$ cat config.mk
export PLATFORM = sky130hd
export DESIGN_NAME = i2c_recover
export DESIGN_NICKNAME = d
export VERILOG_FILES = /design/src/rtl/i2c_rcv_pkg.sv /design/src/rtl/i2c_op_guard.sv /design/src/rtl/i2c_scl_clear.sv /design/src/rtl/i2c_recover.sv
export SDC_FILE = /design/constraint.sdc
export NUM_CORES = 1
export LEC_CHECK = 0
export BUFFER_PORTS_ARGS = -buffer_cell sky130_fd_sc_hd__clkbuf_2
export CAP_MARGIN = 20
export CORE_ASPECT_RATIO = 1.25
export CORE_MARGIN = 3
export CORE_UTILIZATION = 30
export DETAILED_ROUTE_END_ITERATION = 16
export GPL_TIMING_DRIVEN = 0
export HOLD_SLACK_MARGIN = 0.15
export SYNTH_ARGS = -nofsm -noshare
export SYNTH_HDL_FRONTEND = slang
export SYNTH_SLANG_ARGS = --single-unit
$ cat constraint.sdc
create_clock -name clk -period 3.52 [get_ports clk]
set_clock_uncertainty 0.15 [all_clocks]
set_input_delay 1.056 -clock clk [delete_from_list [all_inputs] [get_ports clk]]
set_output_delay 1.056 -clock clk [all_outputs]
set_load 0.1 [all_outputs]
$ cat src/rtl/i2c_rcv_pkg.sv
package i2c_rcv_pkg;
  typedef enum logic [1:0] {CTL_WATCH, CTL_CLEAR, CTL_SETTLE} ctl_state_t;
  typedef enum logic [1:0] {CLK_IDLE, CLK_LOW, CLK_HIGH} clk_phase_t;
endpackage

$ cat src/rtl/i2c_op_guard.sv
module i2c_op_guard #(
  parameter int TIMEOUT_MAX = 256
) (
  input  logic clk,
  input  logic rst,
  input  logic arm,
  input  logic op_pend,
  input  logic op_done,
  input  logic op_ackchk,
  input  logic op_nack,
  output logic fail_o
);
  localparam int TW = $clog2(TIMEOUT_MAX + 1);

  logic [TW-1:0] wcnt;
  logic          expired;
  logic          nacked;

  always_comb begin
    expired = (wcnt == TW'(1));
    nacked  = op_ackchk & op_nack;
    // completion on the last allowed edge takes precedence over expiry
    fail_o  = arm & op_pend & (op_done ? nacked : expired);
  end

  // down-counter reloads whenever no operation is waiting
  always_ff @(posedge clk) begin
    if (rst || !arm || !op_pend || op_done)
      wcnt <= TW'(TIMEOUT_MAX);
    else
      wcnt <= wcnt - 1'b1;
  end
endmodule

$ cat src/rtl/i2c_scl_clear.sv
module i2c_scl_clear
  import i2c_rcv_pkg::*;
#(
  parameter int PHASE_CYC  = 80,
  parameter int MAX_PULSES = 9
) (
  input  logic clk,
  input  logic rst,
  input  logic start,
  input  logic sda_i,
  output logic scl_o,
  output logic done_o
);
  localparam int PW = (PHASE_CYC > 1) ? $clog2(PHASE_CYC) : 1;
  localparam int NW = $clog2(MAX_PULSES + 1);

  clk_phase_t    ph;
  logic [PW-1:0] pcnt;
  logic [NW-1:0] npul;

  always_ff @(posedge clk) begin
    if (rst) begin
      ph     <= CLK_IDLE;
      pcnt   <= '0;
      npul   <= '0;
      scl_o  <= 1'b1;
      done_o <= 1'b0;
    end else begin
      done_o <= 1'b0;
      case (ph)
        CLK_IDLE: if (start) begin
          ph    <= CLK_LOW;
          pcnt  <= PW'(PHASE_CYC - 1);
          npul  <= '0;
          scl_o <= 1'b0;
        end
        CLK_LOW: if (pcnt == '0) begin
          ph    <= CLK_HIGH;
          pcnt  <= PW'(PHASE_CYC - 1);
          scl_o <= 1'b1;
        end else begin
          pcnt <= pcnt - 1'b1;
        end
        CLK_HIGH: if (pcnt == '0) begin
          npul <= npul + 1'b1;
          if (sda_i || npul == NW'(MAX_PULSES - 1)) begin
            ph     <= CLK_IDLE;
            done_o <= 1'b1;
          end else begin
            ph    <= CLK_LOW;
            pcnt  <= PW'(PHASE_CYC - 1);
            scl_o <= 1'b0;
          end
        end else begin
          pcnt <= pcnt - 1'b1;
        end
        default: ph <= CLK_IDLE;
      endcase
    end
  end
endmodule

$ cat src/rtl/i2c_recover.sv
module i2c_recover
  import i2c_rcv_pkg::*;
#(
  parameter int TIMEOUT_MAX = 256,
  parameter int PHASE_CYC   = 80,
  parameter int MAX_PULSES  = 9,
  parameter int SETTLE_CYC  = 160000,
  parameter int DIV_W       = 8,
  parameter int DIV_VAL     = 8
) (
  input  logic             clk,
  input  logic             rst,
  input  logic             op_pend,
  input  logic             op_done,
  input  logic             op_ackchk,
  input  logic             op_nack,
  input  logic             sda_i,
  output logic             scl_oe,
  output logic             scl_o,
  output logic             mst_rst,
  output logic [DIV_W-1:0] mst_div,
  output logic             err_led,
  output logic             rec_done
);
  localparam int SW = (SETTLE_CYC > 1) ? $clog2(SETTLE_CYC) : 1;

  ctl_state_t    st;
  logic [SW-1:0] scnt;
  logic          fail;
  logic          clr_start;
  logic          clr_done;

  i2c_op_guard #(.TIMEOUT_MAX(TIMEOUT_MAX)) u_guard (
    .clk(clk), .rst(rst), .arm(st == CTL_WATCH),
    .op_pend(op_pend), .op_done(op_done),
    .op_ackchk(op_ackchk), .op_nack(op_nack),
    .fail_o(fail)
  );

  assign clr_start = fail && (st == CTL_WATCH);

  i2c_scl_clear #(.PHASE_CYC(PHASE_CYC), .MAX_PULSES(MAX_PULSES)) u_clear (
    .clk(clk), .rst(rst), .start(clr_start), .sda_i(sda_i),
    .scl_o(scl_o), .done_o(clr_done)
  );

  always_ff @(posedge clk) begin
    if (rst) begin
      st       <= CTL_WATCH;
      scnt     <= '0;
      scl_oe   <= 1'b0;
      mst_rst  <= 1'b0;
      mst_div  <= DIV_W'(DIV_VAL);
      err_led  <= 1'b0;
      rec_done <= 1'b0;
    end else begin
      rec_done <= 1'b0;
      case (st)
        CTL_WATCH: if (clr_start) begin
          st      <= CTL_CLEAR;
          scl_oe  <= 1'b1;
          mst_rst <= 1'b1;
          mst_div <= '0;
          err_led <= 1'b1;
        end
        CTL_CLEAR: if (clr_done) begin
          st     <= CTL_SETTLE;
          scl_oe <= 1'b0;
          scnt   <= SW'(SETTLE_CYC - 1);
        end
        CTL_SETTLE: if (scnt == '0) begin
          st       <= CTL_WATCH;
          mst_rst  <= 1'b0;
          mst_div  <= DIV_W'(DIV_VAL);
          err_led  <= 1'b0;
          rec_done <= 1'b1;
        end else begin
          scnt <= scnt - 1'b1;
        end
        default: st <= CTL_WATCH;
      endcase
    end
  end
endmodule

==> impl_results.md <==
- Status: finished clean
- Largest net degree at the start of global routing: 14
- # Max-Cap Violations: 0
- Starting Density: 31.4%
- Worst path depth: 7
- Reg2reg start: scnt[0]
- Leak: 1.06 nW
- Top FF cell, synth: dfxtp_1
- Count of flip-flops with a built-in enable after synthesis: 0
- Crit-path cells: clkbuf_2 -> or3b_2 -> or4_1 -> buf_2 -> a21oi_2 -> and2_1 -> a311oi_1
- Reg2Reg Setup Slack: 0.86 ns
- Commonest non-fill, non-tap cell in the layout: dfxtp_1
- Critical path class: in2reg
- Fmax: 0.331 GHz
- Die W: 87.7 um
- Clock root cell: clkbuf_8
- Syn Inst Count: 287
- Avg Inst Size Synth: 8.72 sq um
- Area Overhead vs Synth: 10.9%
- Async S/R FF share, synth: 0%
- Sw Ratio: 39.4%
- CP Buf/Inv Count: 2
- Non-filler cells, final: 406
- Critical path launch point: op_pend
- Total global-route track usage: 12.0%
- Synth Cell Area: 2500 sq um
- Initial antenna violation count: 0
- Pre-CTS setup slack: 0.183 ns
- Final WL: 5160 um
- Min setup slack post-route: 0.501 ns
- Layout Nets: 328
- Vias per inst: 5.18
- DRC errors left: 0
- First drt pass iteration count: 4
- Post-CTS Hold Buffers: 0
- CTS sink cnt: 48
- Placed cells: 399
- Met3 Wirelength: 138 um
- CTS clk-pin slew, worst paths: 0.09 ns
- Vias in the first global route: 2120
- Worst slew pin tran: 0.844 ns
- Fraction of layout cells with a size suffix above 1: 13.5%
- Register area share after synthesis: 38.4%
- IO buf count: 11
- CP startpoint kind: input pin
- Setup-failing EPs final: 0
- Sequential power share: 41.9%
- Area post-placement: 2700 sq um
- Slowest CP cell: or4_1
- Element type at the critical path end: flop
- Met2 wire len: 2600 um
- HPWL Detailed: 3830 um
- Fin. Hold Viols: 0
- GPL Wtd Cong: 0.828
- Net switching power: 0.611 mW
- Crit path max fanout: 9
- Commonest non-fill, non-tap cells in the layout: dfxtp_1, nor2_1, a21oi_1, nor3_1, xor2_1
- Die Span Y: 108 um
- Via count: 2102
- R2R Path End: scnt[6]
- DR top layer: met4
- Max clock buf depth: 2
- Critical Path RT: 3.54 ns
- Worst setup endpoint: u_clear.pcnt[1]
- Rows: 36
- Pint: 0.939 mW
- Worst Hold Class: reg2reg
- CORE AREA: 7970 sq um
- Setup TNS: 0 ns
- Crit path time final: 3.02 ns
- Io pins: 20
- Post-CTS Setup Inserts: 0
- GRT overflow: 0
- Drt wl/cell: 12.7 um
- Clk_lat worst skew: 0.30 ns
- Cts repair resizes: 0
- Comb pwr share: 37.6%
- Largest delay share family, worst path: simple AND/OR/NAND/NOR gates
- CP peak stage delay: 0.52 ns
- ANT cells: 0
- #FFs+latches synth: 48
- Max-Slew Margin vs Limit: 43.0%
- VDD IR max: 408 uV
- Period utilization: 85.8%
- 1st-iter DRT viols: 92
- Ys Warns: 0
- Power share of the clock group: 20.5%
- Cell area power density: 558 nW/um^2
- RSZ-0062 raised after global routing: false
- Final Cell Area: 2780 sq um
- First-pass GRT wire length: 9270 um
- Worst EP arrival: 3.04 ns
- Fillers: 820
- Die area: 9480 sq um
- R2R depth: 9
- CTS tree: built
- Final antenna-violating net count: 0
- M1 WL: 2320 um
- Number of distinct library cells after synthesis: 51
- H-tree depth: 2
- Max Slew Vio Count: 0
- Inserted Clock Buffers: 5
tightest hold or removal path: stages (launching register included):
cell and delay, ns:
dfxtp_1 0.32, nand2_1 0.05, a21oi_1 0.06
sequential cells by signal, summed over array words and instances (netlist names):
signal / count
st: 2
u_clear.npul: 4
u_clear.ph: 2
mst_div: 1
u_clear.pcnt: 7
rec_done: 1
u_guard.wcnt: 9
scnt: 18
scl_oe: 1
err_led: 1
u_clear.scl_o: 1
u_clear.done_o: 1
Yosys cell counts (all sizes together) (6+ instances only):
| library cell | count | area [sq um] |
|---|---|---|
| a21oi | 26 | 141 |
| buf | 13 | 91.3 |
| clkbuf | 8 | 30.0 |
| dfxtp | 48 | 961 |
| ha | 10 | 125 |
| inv | 11 | 41.3 |
| nand2 | 10 | 37.5 |
| nor2 | 29 | 109 |
| nor3 | 13 | 65.1 |
| o211ai | 6 | 45.0 |
| o21ai | 9 | 45.0 |
| or4 | 7 | 56.3 |
| xnor2 | 6 | 52.6 |
| xor2 | 13 | 114 |
cell type report:
cell class	instances	area, sq um	share of cell area, %
plain buffers	21	121	4.37
clock buffers	6	72.6	2.61
clock inverters	1	5.00	0.180
flip-flops and latches	48	961	34.6
repair buffers	11	55.1	1.98
inverters	11	41.3	1.49
well taps	95	119	4.28
multi-input cells	213	1400	50.5
worst min-delay path by stage:
stage,cells past startpoint,to,startpoint,slack (ns)
global placement,1,u_guard.wcnt[0],u_guard.wcnt[0],0.29
finish,2,scl_oe,scl_oe,0.32
CTS,2,scl_oe,scl_oe,0.32
detailed placement,1,u_guard.wcnt[0],u_guard.wcnt[0],0.31
floorplan,1,u_guard.wcnt[0],u_guard.wcnt[0],0.28
global route,2,scl_oe,scl_oe,0.36
logic make-up (layout without fill, tap and decap cells):
logic type | after synthesis | count (layout) | share of synthesized area [%]
adder cells (fa/ha/maj) | 10 | 10 | 5.00
buffers and inverters | 32 | 50 | 6.50
XOR/XNOR | 19 | 19 | 6.65
other | 1 | 7 | 0.150
multiplexers | 3 | 3 | 1.25
AND/OR/NAND/NOR | 104 | 104 | 23.8
AO/OA/AOI/OAI | 70 | 70 | 18.2
flip-flops | 48 | 48 | 38.4
per-layer routing:
layer  track usage (%)  vias up
met5                 0        -
met4              4.93        0
met3              2.44        9
met2              21.2       28
met1              13.9      991
li1                  -     1074
through the flow:
stage	util [%]	hold WS [ns]	power, mW
after floorplan	-	0.280	1.12
after global placement	33.9	0.294	1.22
after detailed placement	33.9	0.308	1.24
after CTS	34.8	0.322	1.56
after global routing	34.8	0.358	1.66
final	34.8	0.318	1.55
power groups by stage:
stage / logic (mW) / registers (mW) / clock network, mW
final: 0.583 / 0.650 / 0.317
after global routing: 0.653 / 0.660 / 0.348
after CTS: 0.580 / 0.650 / 0.326
after detailed placement: 0.578 / 0.660 / 0
after global placement: 0.564 / 0.660 / 0
after floorplan: 0.425 / 0.700 / 0
(Power assumes the default switching activity.)
